===== src/rtl/dram_refresh_pkg.sv =====
package dram_refresh_pkg;

    typedef enum logic [1:0] {
        CY_IDLE,
        CY_SETUP,
        CY_ACTIVE,
        CY_PRECH
    } cyc_state_e;

    typedef enum logic [1:0] {
        PW_WAIT,
        PW_WAKE,
        PW_RUN
    } pwr_state_e;

    typedef enum logic {
        RK_CBR,
        RK_ROR
    } ref_kind_e;

    typedef struct packed {
        logic ras_n;
        logic cas_n;
        logic we_n;
    } dram_strobe_t;

    // Bits needed for a counter that holds 0 .. limit-1.
    function automatic int cnt_bits(input int limit);
        return (limit < 2) ? 1 : $clog2(limit);
    endfunction

    function automatic int max3(input int a, input int b, input int c);
        int m;
        m = (a > b) ? a : b;
        return (m > c) ? m : c;
    endfunction

endpackage


===== src/rtl/ref_interval_timer.sv =====
module ref_interval_timer
    import dram_refresh_pkg::*;
#(
    parameter int INTERVAL_CYC = 1900,
    parameter int PEND_MAX     = 7
) (
    input  logic clk,
    input  logic rst,
    input  logic run_i,
    input  logic served_i,
    output logic pend_nz_o,
    output logic overflow_o
);
    localparam int IW = cnt_bits(INTERVAL_CYC);
    localparam int PW = cnt_bits(PEND_MAX + 1);
    localparam logic [IW-1:0] IVL_LAST = IW'(INTERVAL_CYC - 1);
    localparam logic [PW-1:0] PEND_TOP = PW'(PEND_MAX);

    logic [IW-1:0] ivl_q;
    logic [PW-1:0] pend_q;
    logic          tick;

    assign tick       = run_i && (ivl_q == IVL_LAST);
    assign overflow_o = tick && !served_i && (pend_q == PEND_TOP);
    assign pend_nz_o  = (pend_q != '0);

    always_ff @(posedge clk) begin
        if (rst || !run_i) begin
            ivl_q <= '0;
        end else if (tick) begin
            ivl_q <= '0;
        end else begin
            ivl_q <= ivl_q + 1'b1;
        end
    end

    always_ff @(posedge clk) begin
        if (rst || !run_i) begin
            pend_q <= '0;
        end else begin
            unique case ({tick, served_i})
                2'b10: begin
                    if (pend_q == PEND_TOP) begin
                        pend_q <= '0;
                    end else begin
                        pend_q <= pend_q + 1'b1;
                    end
                end
                2'b01: begin
                    if (pend_q != '0) begin
                        pend_q <= pend_q - 1'b1;
                    end
                end
                default: pend_q <= pend_q;
            endcase
        end
    end

    AST_PEND_BOUND: assert property (@(posedge clk) disable iff (rst)
        pend_q <= PEND_TOP);
    AST_OVF_FLUSH: assert property (@(posedge clk) disable iff (rst)
        overflow_o |=> (pend_q == '0));

endmodule


===== src/rtl/ref_powerup_ctl.sv =====
module ref_powerup_ctl
    import dram_refresh_pkg::*;
#(
    parameter int PWRUP_CYC = 25000,
    parameter int WAKE_CNT  = 8
) (
    input  logic clk,
    input  logic rst,
    input  logic done_i,
    input  logic overflow_i,
    output logic ready_o,
    output logic wake_o
);
    localparam int WW = cnt_bits(PWRUP_CYC);
    localparam int KW = cnt_bits(WAKE_CNT + 1);
    localparam logic [WW-1:0] WAIT_LAST = WW'(PWRUP_CYC - 1);
    localparam logic [KW-1:0] WAKE_INIT = KW'(WAKE_CNT);

    pwr_state_e    st_q;
    logic [WW-1:0] wait_q;
    logic [KW-1:0] left_q;

    always_ff @(posedge clk) begin
        if (rst) begin
            st_q   <= PW_WAIT;
            wait_q <= '0;
            left_q <= '0;
        end else begin
            unique case (st_q)
                PW_WAIT: begin
                    if (wait_q == WAIT_LAST) begin
                        st_q   <= PW_WAKE;
                        left_q <= WAKE_INIT;
                    end else begin
                        wait_q <= wait_q + 1'b1;
                    end
                end
                PW_WAKE: begin
                    if (done_i) begin
                        if (left_q == KW'(1)) begin
                            st_q   <= PW_RUN;
                            left_q <= '0;
                        end else begin
                            left_q <= left_q - 1'b1;
                        end
                    end
                end
                PW_RUN: begin
                    if (overflow_i) begin
                        st_q   <= PW_WAKE;
                        left_q <= WAKE_INIT;
                    end
                end
                default: st_q <= PW_WAIT;
            endcase
        end
    end

    assign ready_o = (st_q == PW_RUN);
    assign wake_o  = (st_q == PW_WAKE);

    AST_READY_AFTER_WAKE: assert property (@(posedge clk) disable iff (rst)
        $rose(ready_o) |-> $past(done_i));
    AST_OVF_DROPS_READY: assert property (@(posedge clk) disable iff (rst)
        overflow_i |=> !ready_o);

endmodule


===== src/rtl/ref_cycle_gen.sv =====
module ref_cycle_gen
    import dram_refresh_pkg::*;
#(
    parameter int SETUP_CYC = 2,
    parameter int RAS_CYC   = 5,
    parameter int CHR_CYC   = 2,
    parameter int RP_CYC    = 4,
    parameter int ROW_W     = 8
) (
    input  logic             clk,
    input  logic             rst,
    input  logic             start_i,
    input  ref_kind_e        kind_i,
    input  logic [ROW_W-1:0] row_i,
    output dram_strobe_t     strobe_o,
    output logic [ROW_W-1:0] addr_o,
    output logic             busy_o,
    output logic             done_o,
    output ref_kind_e        kind_o
);
    localparam int CW = cnt_bits(max3(SETUP_CYC, RAS_CYC, RP_CYC));

    cyc_state_e    st_q;
    logic [CW-1:0] cnt_q;
    ref_kind_e     kind_q;
    logic          phase_end;
    logic          cas_hold;

    always_comb begin
        unique case (st_q)
            CY_SETUP:  phase_end = (cnt_q == CW'(SETUP_CYC - 1));
            CY_ACTIVE: phase_end = (cnt_q == CW'(RAS_CYC - 1));
            CY_PRECH:  phase_end = (cnt_q == CW'(RP_CYC - 1));
            default:   phase_end = 1'b0;
        endcase
    end

    always_ff @(posedge clk) begin
        if (rst) begin
            st_q   <= CY_IDLE;
            cnt_q  <= '0;
            kind_q <= RK_CBR;
        end else begin
            unique case (st_q)
                CY_IDLE: begin
                    if (start_i) begin
                        st_q   <= CY_SETUP;
                        cnt_q  <= '0;
                        kind_q <= kind_i;
                    end
                end
                CY_SETUP: begin
                    if (phase_end) begin
                        st_q  <= CY_ACTIVE;
                        cnt_q <= '0;
                    end else begin
                        cnt_q <= cnt_q + 1'b1;
                    end
                end
                CY_ACTIVE: begin
                    if (phase_end) begin
                        st_q  <= CY_PRECH;
                        cnt_q <= '0;
                    end else begin
                        cnt_q <= cnt_q + 1'b1;
                    end
                end
                CY_PRECH: begin
                    if (phase_end) begin
                        st_q  <= CY_IDLE;
                        cnt_q <= '0;
                    end else begin
                        cnt_q <= cnt_q + 1'b1;
                    end
                end
                default: st_q <= CY_IDLE;
            endcase
        end
    end

    // CAS hold after RAS falls: whole active phase if the hold is not shorter.
    if (CHR_CYC >= RAS_CYC) begin : g_chr_full
        assign cas_hold = (st_q == CY_ACTIVE);
    end else begin : g_chr_part
        assign cas_hold = (st_q == CY_ACTIVE) && (cnt_q < CW'(CHR_CYC));
    end

    assign busy_o         = (st_q != CY_IDLE);
    assign done_o         = (st_q == CY_PRECH) && phase_end;
    assign kind_o         = kind_q;
    assign strobe_o.ras_n = (st_q != CY_ACTIVE);
    assign strobe_o.cas_n = !((kind_q == RK_CBR) && ((st_q == CY_SETUP) || cas_hold));
    assign strobe_o.we_n  = 1'b1;
    assign addr_o         = (busy_o && kind_q == RK_ROR) ? row_i : '0;

    AST_CBR_CAS_LEADS: assert property (@(posedge clk) disable iff (rst)
        ($fell(strobe_o.ras_n) && kind_q == RK_CBR) |-> !strobe_o.cas_n);
    AST_ROR_CAS_HIGH: assert property (@(posedge clk) disable iff (rst)
        (busy_o && kind_q == RK_ROR) |-> strobe_o.cas_n);
    AST_ROW_STABLE: assert property (@(posedge clk) disable iff (rst)
        (busy_o && $past(busy_o)) |-> $stable(addr_o));
    AST_RAS_ONLY_BUSY: assert property (@(posedge clk) disable iff (rst)
        !strobe_o.ras_n |-> busy_o);

endmodule


===== src/rtl/ref_row_counter.sv =====
module ref_row_counter #(
    parameter int ROW_W = 8
) (
    input  logic             clk,
    input  logic             rst,
    input  logic             adv_i,
    output logic [ROW_W-1:0] row_o
);
    logic [ROW_W-1:0] row_q;

    always_ff @(posedge clk) begin
        if (rst) begin
            row_q <= '0;
        end else if (adv_i) begin
            row_q <= row_q + 1'b1;
        end
    end

    assign row_o = row_q;

    AST_ROW_STEP: assert property (@(posedge clk) disable iff (rst)
        adv_i |=> (row_q == $past(row_q) + 1'b1));
    AST_ROW_HOLD: assert property (@(posedge clk) disable iff (rst)
        !adv_i |=> $stable(row_q));

endmodule


===== src/rtl/dram_refresh_sched.sv =====
module dram_refresh_sched
    import dram_refresh_pkg::*;
#(
    parameter int PWRUP_CYC    = 25000,
    parameter int INTERVAL_CYC = 1900,
    parameter int PEND_MAX     = 7,
    parameter int WAKE_CNT     = 8,
    parameter int SETUP_CYC    = 2,
    parameter int RAS_CYC      = 5,
    parameter int CHR_CYC      = 2,
    parameter int RP_CYC       = 4,
    parameter int ROW_W        = 8
) (
    input  logic             clk,
    input  logic             rst,
    input  logic             ras_only_i,
    input  logic             grant_i,
    output logic             req_o,
    output logic             ack_o,
    output logic             ready_o,
    output logic             ras_n_o,
    output logic             cas_n_o,
    output logic             we_n_o,
    output logic [ROW_W-1:0] addr_o
);
    logic             busy, done, start;
    logic             pend_nz, overflow;
    logic             wake, ready;
    logic [ROW_W-1:0] row;
    ref_kind_e        kind_sel, kind_cur;
    dram_strobe_t     strobe;

    assign kind_sel = ras_only_i ? RK_ROR : RK_CBR;
    assign req_o    = !busy && (wake || (ready && pend_nz));
    assign start    = req_o && grant_i;

    ref_powerup_ctl #(
        .PWRUP_CYC (PWRUP_CYC),
        .WAKE_CNT  (WAKE_CNT)
    ) u_pwr (
        .clk        (clk),
        .rst        (rst),
        .done_i     (done),
        .overflow_i (overflow),
        .ready_o    (ready),
        .wake_o     (wake)
    );

    ref_interval_timer #(
        .INTERVAL_CYC (INTERVAL_CYC),
        .PEND_MAX     (PEND_MAX)
    ) u_ivl (
        .clk        (clk),
        .rst        (rst),
        .run_i      (ready),
        .served_i   (done && ready),
        .pend_nz_o  (pend_nz),
        .overflow_o (overflow)
    );

    ref_row_counter #(
        .ROW_W (ROW_W)
    ) u_row (
        .clk   (clk),
        .rst   (rst),
        .adv_i (done && kind_cur == RK_ROR),
        .row_o (row)
    );

    ref_cycle_gen #(
        .SETUP_CYC (SETUP_CYC),
        .RAS_CYC   (RAS_CYC),
        .CHR_CYC   (CHR_CYC),
        .RP_CYC    (RP_CYC),
        .ROW_W     (ROW_W)
    ) u_cyc (
        .clk      (clk),
        .rst      (rst),
        .start_i  (start),
        .kind_i   (kind_sel),
        .row_i    (row),
        .strobe_o (strobe),
        .addr_o   (addr_o),
        .busy_o   (busy),
        .done_o   (done),
        .kind_o   (kind_cur)
    );

    assign ack_o   = busy;
    assign ready_o = ready;
    assign ras_n_o = strobe.ras_n;
    assign cas_n_o = strobe.cas_n;
    assign we_n_o  = strobe.we_n;

    AST_START_NEEDS_GRANT: assert property (@(posedge clk) disable iff (rst)
        $rose(ack_o) |-> $past(grant_i && req_o));
    AST_NO_REQ_WHILE_ACK: assert property (@(posedge clk) disable iff (rst)
        ack_o |-> !req_o);

endmodule


===== config.mk =====
export PLATFORM = sky130hd
export DESIGN_NAME = dram_refresh_sched
export DESIGN_NICKNAME = d
export VERILOG_FILES = /design/src/rtl/dram_refresh_pkg.sv /design/src/rtl/ref_interval_timer.sv /design/src/rtl/ref_powerup_ctl.sv /design/src/rtl/ref_cycle_gen.sv /design/src/rtl/ref_row_counter.sv /design/src/rtl/dram_refresh_sched.sv
export SDC_FILE = /design/constraint.sdc
export NUM_CORES = 1
export LEC_CHECK = 0
export BUFFER_PORTS_ARGS = -buffer_cell sky130_fd_sc_hd__buf_2
export CORE_ASPECT_RATIO = 0.6
export CORE_MARGIN = 4
export CORE_UTILIZATION = 40
export CTS_CLUSTER_SIZE = 8
export DETAILED_ROUTE_END_ITERATION = 8
export GPL_ROUTABILITY_DRIVEN = 0
export PLACE_DENSITY = 0.66
export SYNTH_ARGS = -nofsm -noshare
export SYNTH_HDL_FRONTEND = slang
export SYNTH_SLANG_ARGS = --single-unit

===== constraint.sdc =====
create_clock -name clk -period 3.2 [get_ports clk]
set_input_delay 0 -clock clk [delete_from_list [all_inputs] [get_ports clk]]
set_output_delay 0 -clock clk [all_outputs]
set_load 0.1 [all_outputs]

==> metrics.log, run 1 <==
[metrics] result of the run: finished, final reports clean
[metrics] relative contribution of sequential cells to total power: 0.419
[metrics] Worst Hold Endpoint: u_cyc.kind_o$_SDFFE_PP0P_
[metrics] MaxCap Viol Count: 0
[metrics] Synth Cell Area: roughly 0.0027 mm2
[metrics] arrival time of data at the critical path endpoint: just under 3000 ps
[metrics] share of total power in the clock network: 0.212
[metrics] post-layout instance count excluding filler cells: 416
[metrics] number of failing setup endpoints in the final timing report: 0
[metrics] proportion of layout cells with a drive suffix above 1: 0.0964
[metrics] Unique masters post-synth: slightly below 50
[metrics] total half-perimeter wirelength after legalization and detailed placement: roughly 3.7 mm
[metrics] height of the chip: about 70 um
[metrics] number of vias in the routed layout: 2078
[metrics] cell type group with the largest total delay on the critical path: simple AND/OR/NAND/NOR gates
[metrics] net switching component of the power: roughly 0.71 mW
[metrics] length in cells of the worst reg-to-reg path: 7
[metrics] largest net degree at the start of global routing: 37
[metrics] clock latency on the worst-skew pair: around 310 ps
[metrics] post-placement worst setup slack: 535 ps
[metrics] fin crit period: ~2700 ps
[metrics] slowest cell on the critical path: or4_1
[metrics] minimum setup slack in the final design: 511 ps
[metrics] RSZ-0062 raised after global routing: false
[metrics] commonest non-fill, non-tap cell in the layout: dfxtp_1
[metrics] Util after Layout: 0.462
[metrics] overall routing resource usage: 0.136
[metrics] post-synthesis instance total: approximately 320
[metrics] highest ir drop seen on vdd: roughly 0.33 mV
[metrics] Cell Count Post-Placement: approximately 410
[metrics] post-route cell area: between 0.002 and 0.003 mm2
[metrics] maximum achievable frequency: ~0.37 GHz
[metrics] Setup Skew: 6.07 ps
[metrics] data required time at the worst endpoint: around 3500 ps
[metrics] master cell of the clock root buffer: clkbuf_8
[metrics] cell internal power dissipation: ~1.0 mW
[metrics] WHS Path Cells: 5
[metrics] capturing element type of the critical path: register
[metrics] CP cell instances: inv_1 -> ha_1 -> xor2_1 -> or4_1 -> or3_1 -> a221o_1 -> a21oi_1
[metrics] first drt pass iteration count: 5
[metrics] maximum fanout along the worst path: 12
[metrics] number of nets in the layout: approximately 350
[metrics] antenna violations before repair: 0
[metrics] core area: 0.00628 mm2
[metrics] routed wire length: around 5.1 mm
[metrics] average wire per cell in the routed design: between 10 and 15 um
[metrics] buffers from clock root to sink, at most: 2
[metrics] worst relative slew slack: 0.532
[metrics] number of inserted diodes: 0
[metrics] Hold WC Path Type: input pin to register
[metrics] post-detailed-route via-to-cell ratio: roughly 5.0
[metrics] net count after synthesis: around 340
[metrics] relative area change from synthesis to final layout: 9.13%
[metrics] Gate power share: 0.370
[metrics] wire length of the first global-routing pass: roughly 9 mm
[metrics] critical hold path startpoint: grant_i
[metrics] total clock sinks: 49
[metrics] synth warn: 0
[metrics] count of standard-cell rows: 22
[metrics] synthesized area per cell: 8.41 um2
[metrics] highest-count cells in the layout ignoring fill and taps: dfxtp_1, nor2_1, nand2_1
[metrics] antenna viol nets, final: 0
[metrics] launch instance of the worst register-to-register path: u_cyc.st_q[0]$_SDFFE_PP0P_
[metrics] Congestion Overflow GR: 0
[metrics] CTS clock-pin slew for the worst setup and hold paths: 90 ps
[metrics] DRC marker count from the first detailed-route iteration: between 100 and 150
[metrics] Worst Tran Pin Value: just under 700 ps
[metrics] sort of element at the start of the critical path: register
[metrics] tightest hold margin: 172 ps
[metrics] I/O pin count: 18
[metrics] standard cell area after detailed placement: around 0.0028 mm2
[metrics] Worst Path Buf+Inv: 1
[metrics] setup slack, reg-to-reg: around 500 ps
[metrics] number of buffers inserted during clock tree synthesis: 5
[metrics] biggest cell delay along the critical path: between 700 and 800 ps
[metrics] leakage power figure: around 1.0 nW
[metrics] switching power share of the total: 0.416
[metrics] final critical-path share of the clock period: 0.840
[metrics] Die Width: about 110 um
[metrics] Setup CP Type: register to register
[metrics] sequential share of the synthesized area: 0.369
[metrics] total power after layout: around 1.7 mW
[metrics] # port buffers: 16
[metrics] post-synthesis sequential element count: just under 50
[metrics] via count of the first global-routing pass: 1916
[metrics] detailed-route DRC error count: 0
[metrics] reg2reg end: u_ivl.pend_q[0]$_SDFFE_PP0P_
[metrics] Setup Total Neg Slack: 0 ps
[metrics] max-slew violation count: 0
[metrics] Hold Violations, Final: 0
[metrics] power density of the placed cells: 590 mW/mm2
[metrics] Starting Density: 0.423
[metrics] Die Footprint: approximately 0.0081 mm2
[metrics] H-tree depth: 2
[metrics] clock tree from TritonCTS: built
-- sequential cells by signal (all words and copies together) (netlist names) --
name and count:
u_pwr.wait_q 15, u_ivl.ivl_q 11, u_row.row_o 8, u_pwr.left_q 4
u_cyc.cnt_q 3, u_ivl.pend_q 3, u_cyc.st_q 2, u_pwr.st_q 2
u_cyc.kind_o 1
-- power groups by stage --
| stage | clock network [mW] | registers, mW | logic (mW) |
|---|---|---|---|
| detailed placement | 0 | 0.730 | 0.631 |
| floorplan | 0 | 0.715 | 0.537 |
| global placement | 0 | 0.730 | 0.623 |
| CTS | 0.379 | 0.717 | 0.634 |
| finish | 0.362 | 0.717 | 0.633 |
| global route | 0.410 | 0.730 | 0.697 |
-- synthesized netlist by cell type, drive strengths merged --
master       instances  area share
dfxtp               49        0.37
nor2                41       0.058
nand2               25       0.035
xnor2               19       0.063
inv                 17       0.024
a21oi               16       0.030
ha                  16       0.075
xor2                13       0.043
and2                11       0.026
nor3                11       0.021
nand3               10       0.019
nor4                 9       0.027
clkbuf               8       0.012
nand4                7       0.016
o21ai                7       0.015
or3                  7       0.016
and3                 5       0.012
nand2b               5       0.012
or4                  4       0.013
a21o                 3      0.0085
nor2b                3      0.0071
o22ai                3      0.0071
a31oi                2      0.0047
mux2i                2      0.0075
o21bai               2      0.0056
o31a                 2      0.0066
o31ai                2      0.0056
o41ai                2       0.014
or2                  2      0.0047
a221o                1      0.0038
a2bb2oi              1      0.0033
a311oi               1      0.0033
buf                  1      0.0028
conb                 1      0.0014
dlygate4sd1          1      0.0033
nand3b               1      0.0028
nand4b               1      0.0033
nand4bb              1      0.0042
nor3b                1      0.0028
o21a                 1      0.0028
o41a                 1      0.0042
or4b                 1      0.0052
-- logic make-up after synthesis --
kind of cell	share of synthesized area
adders and majority gates	0.0753
muxes	0.00753
other	0.00141
buffers and inverters	0.0419
AOI/OAI and AO/OA	0.114
and+or+nand+nor	0.285
xor gates and xnor gates	0.105
DFF	0.369
-- what timing repair did --
action,4_1_cts,5_1_grt
hold endpoints to repair,1,0
gates resized for setup,0,0
buffers inserted,0,0
hold buffers,1,0
-- area by class of cell --
class,instances,area [um2]
clock buffer,6,72.6
tap,84,105
timing repair buffer,18,97.6
sequential,49,981
multi-input combinational,240,1570
inverter,17,63.8
clock inverter,2,15.0
fill,628,3380
-- how the worst max path moves through the flow --
stage                                    start                            to  slack (ps)  cells past startpoint
floorplan           u_pwr.st_q[0]$_SDFFE_PP0P_                         req_o         350                      5
global placement    u_cyc.st_q[0]$_SDFFE_PP0P_  u_ivl.pend_q[0]$_SDFFE_PP0P_         600                      7
detailed placement  u_cyc.st_q[0]$_SDFFE_PP0P_  u_ivl.pend_q[0]$_SDFFE_PP0P_         530                      7
CTS                 u_cyc.st_q[0]$_SDFFE_PP0P_  u_ivl.pend_q[0]$_SDFFE_PP0P_         530                      7
global route        u_cyc.st_q[0]$_SDFFE_PP0P_  u_ivl.pend_q[0]$_SDFFE_PP0P_         420                      7
finish              u_cyc.st_q[0]$_SDFFE_PP0P_  u_ivl.pend_q[0]$_SDFFE_PP0P_         510                      7
-- per-layer routing --
metal	vias to the layer above	part of all wire	global-route usage
li1	1117	-	-
met1	923	0.56	0.201
met2	30	0.39	0.189
met3	8	0.043	0.0427
met4	0	0.013	0.0400
met5	-	0	0
-- worst min-delay path, delay by kind of cell --
kind	cells	cell delay (ps)
buf+inv	2	180
mux	1	120
simple gates	2	140
No activity file was read; power rests on OpenSTA's default activity.
==> run 2: changes to the inputs <==
Settings changed: ABC_AREA set to 1, PLACE_DENSITY 0.66 to 0.68.
Clock period 3.2 ns to 2.31 ns, I/O delays scaled along.
==> run 2 against run 1 <==
Die area rose by 7.6%. Critical path depth fell by 1. Worst setup slack got worse by 290 ps. Synthesized area rose by 8.3%. Combinational power rose by 39%. Global-route usage rose by 1.9 points. Worst hold slack got worse by 140 ps. Flip-flop and latch count did not move. Utilization rose by 1.6 points. Non-clock buffer count fell by 1. Highest routed layer unchanged.
==> metrics.log, run 2 <==
[metrics] first drt pass iteration count: 4
[metrics] cell internal power dissipation: ~1.8 mW
[metrics] arrival time of data at the critical path endpoint: ~2100 ps
[metrics] antenna viol nets, final: 0
[metrics] sort of element at the start of the critical path: register
[metrics] DRC marker count from the first detailed-route iteration: about 220
[metrics] Setup Total Neg Slack: 0 ps
[metrics] via count of the first global-routing pass: 2394
[metrics] Die Width: 118 um
[metrics] net count after synthesis: roughly 440
[metrics] Setup CP Type: register to output pin
[metrics] number of enable-type register cells in the synthesized netlist: 0
[metrics] tightest hold margin: approximately 28 ps
[metrics] MaxCap Viol Count: 0
[metrics] number of flip-flops in the largest register: 15
[metrics] largest net degree at the start of global routing: 25
[metrics] core area: 0.00682 mm2
[metrics] Starting Density: 0.422
[metrics] number of failing setup endpoints in the final timing report: 0
[metrics] clock tree from TritonCTS: built
[metrics] cell with the most instances after synthesis: nand2_1
[metrics] CTS clock-pin slew for the worst setup and hold paths: roughly 70 ps
[metrics] post-synthesis instance total: ~420
[metrics] maximum fanout along the worst path: 8
[metrics] largest reg by FF count: u_pwr.wait_q
[metrics] worst relative slew slack: 0.487
[metrics] relative contribution of sequential cells to total power: 0.349
[metrics] minimum setup slack in the final design: about 220 ps
[metrics] leakage power figure: 1.27 nW
[metrics] routed wire length: around 6.2 mm
[metrics] maximum achievable frequency: 0.479 GHz
[metrics] number of vias in the routed layout: 2530
[metrics] # port buffers: 16
[metrics] net switching component of the power: 1.05 mW
[metrics] detailed-route DRC error count: 0
[metrics] Worst Tran Pin Value: 768 ps
[metrics] antenna violations before repair: 0
[metrics] Primary FF master, synth: dfxtp_1
[metrics] RSZ-0062 raised after global routing: false
[metrics] clock latency on the worst-skew pair: about 290 ps
[metrics] buffers from clock root to sink, at most: 2
[metrics] highest ir drop seen on vdd: 0.581 mV
[metrics] sequential share of the synthesized area: 0.341
[metrics] number of buffers inserted during clock tree synthesis: 5
[metrics] final critical-path share of the clock period: 0.903
[metrics] overall routing resource usage: 0.156
[metrics] Synth Cell Area: approximately 0.0029 mm2
[metrics] data required time at the worst endpoint: 2310 ps
[metrics] max-slew violation count: 0
[metrics] Unique masters post-synth: 35
[metrics] post-synthesis sequential element count: between 40 and 50
[metrics] Hold WC Path Type: input pin to register
[metrics] post-detailed-route via-to-cell ratio: 4.83
[metrics] proportion of layout cells with a drive suffix above 1: 0.142
[metrics] average wire per cell in the routed design: between 10 and 15 um
[metrics] Hold Violations, Final: 0
[metrics] synth warn: 0
[metrics] total half-perimeter wirelength after legalization and detailed placement: 4.68 mm
[metrics] power density of the placed cells: around 870 mW/mm2
[metrics] number of inserted diodes: 0
[metrics] H-tree depth: 2
[metrics] commonest non-fill, non-tap cell in the layout: nand2_1
[metrics] total clock sinks: 49
[metrics] relative area change from synthesis to final layout: 13.3%
[metrics] ys async rst share: 0
[metrics] fin crit period: about 2100 ps
[metrics] portion of synthesized cell area occupied by the leading cell type: 0.341
[metrics] sum of routed wire segments on met1: approximately 3.4 mm
[metrics] met3 WL: 260 um
[metrics] master cell of the clock root buffer: clkbuf_16
[metrics] count of standard-cell rows: 23
[metrics] number of nets in the layout: between 400 and 500
[metrics] capturing element type of the critical path: output pin
[metrics] number of gates resized after CTS: 0
[metrics] Synth area leader: dfxtp_1
[metrics] synthesized area per cell: a little under 7 um2
[metrics] wire length of the first global-routing pass: roughly 11 mm
[metrics] Top Metal Used: met4
[metrics] share of total power in the clock network: 0.339
[metrics] wire length on met2: 2.42 mm
[metrics] Setup Skew: 4.62 ps
[metrics] Die Footprint: 0.00866 mm2
[metrics] Congestion Overflow GR: 0
[metrics] post-placement worst setup slack: between 400 and 500 ps
[metrics] switching power share of the total: 0.371
[metrics] I/O pin count: 18
[metrics] height of the chip: 73.7 um
[metrics] synth top area cells: dfxtp_1, nand2_1, nor2_1, inv_1, ha_1
[metrics] number of buffers added for setup after CTS: 0
[metrics] Gate power share: 0.312
[metrics] result of the run: finished, final reports clean
[metrics] highest-count cells in the layout ignoring fill and taps: nand2_1, inv_1, nor2_1
[metrics] list of most frequent post-synthesis cells: nand2_1, nor2_1, inv_1, dfxtp_1, a21oi_1
-- run 2: cell count changes after synthesis, sizes merged, moves of 7 or more --
cell	change
nand2	+71
inv	+43
nor2	+25
nand3	+18
a21oi	+16
o21ai	+15
xnor2	-12
and2	-11
xor2	-9
clkbuf	-8
nor4	-8
or3	-7
-- run 2: what timing repair did --
action,CTS,global route
hold buffers,1,0
endpoints found under the hold margin,1,0
endpoints found under the setup margin,0,0
-- run 2: cells by family (layout without fill, tap and decap cells) --
| family | count (synthesis) | after routing | share of synthesized area |
|---|---|---|---|
| AND/OR/NAND/NOR | 215 | 215 | 0.354 |
| buffers and inverters | 65 | 85 | 0.0895 |
| AO/OA/AOI/OAI | 60 | 60 | 0.112 |
| flip-flops | 49 | 49 | 0.341 |
| adder cells (fa/ha/maj) | 16 | 16 | 0.0695 |
| XOR/XNOR | 11 | 11 | 0.0335 |
| other | 1 | 1 | 0.00130 |
-- run 2: power groups by stage --
stage	registers [mW]	logic, mW	clock network (mW)
6_report	0.987	0.882	0.957
4_1_cts	0.986	0.888	0.981
2_1_floorplan	0.986	0.748	0
5_1_grt	0.998	0.978	1.02
3_5_place_dp	1.01	0.884	0
3_3_place_gp	1.00	0.871	0
-- run 2: per-layer routing --
metal / vias up / track usage
li1: 1368 / -
met1: 1107 / 0.224
met2: 47 / 0.232
met3: 8 / 0.0362
met4: 0 / 0.0494
met5: - / 0
-- run 2: metrics by stage --
stage / utilization / cells / instance area, um2 / total power [mW]
2_1_floorplan: - / 417 / 2900 / 1.73
3_3_place_gp: 0.449 / 515 / 3060 / 1.87
3_5_place_dp: 0.449 / 515 / 3060 / 1.89
4_1_cts: 0.478 / 524 / 3260 / 2.85
5_1_grt: 0.478 / 524 / 3260 / 3.00
6_report: 0.478 / 524 / 3260 / 2.83
-- run 2: worst paths after layout --
check	slack, ps	start	end	cells past startpoint
max	220	u_cyc.st_q[0]$_SDFFE_PP0P_	addr_o[4]	6
min	30	grant_i	u_cyc.kind_o$_SDFFE_PP0P_	3
max reg2reg	460	u_cyc.st_q[0]$_SDFFE_PP0P_	u_row.row_o[1]$_SDFFE_PP0P_	10
min reg2reg	460	u_ivl.ivl_q[0]$_SDFF_PP0_	u_ivl.ivl_q[0]$_SDFF_PP0_	1
-- run 2: final cells by class --
type                            instances  area [um2]
Multi-Input combinational cell        303        1660
Tap cell                               87         109
Timing Repair Buffer                   17        90.1
Clock inverter                          3        68.8
Sequential cell                        49         981
Fill cell                             659        3560
Inverter                               60         225
Clock buffer                            5         125
-- run 2: worst max-delay path, stage by stage (launching register included) --
cell and delay, ps:
dfxtp_1 380, inv_1 110, ha_1 270, inv_1 130, nand2_1 280, nor2_2 180, buf_2 440
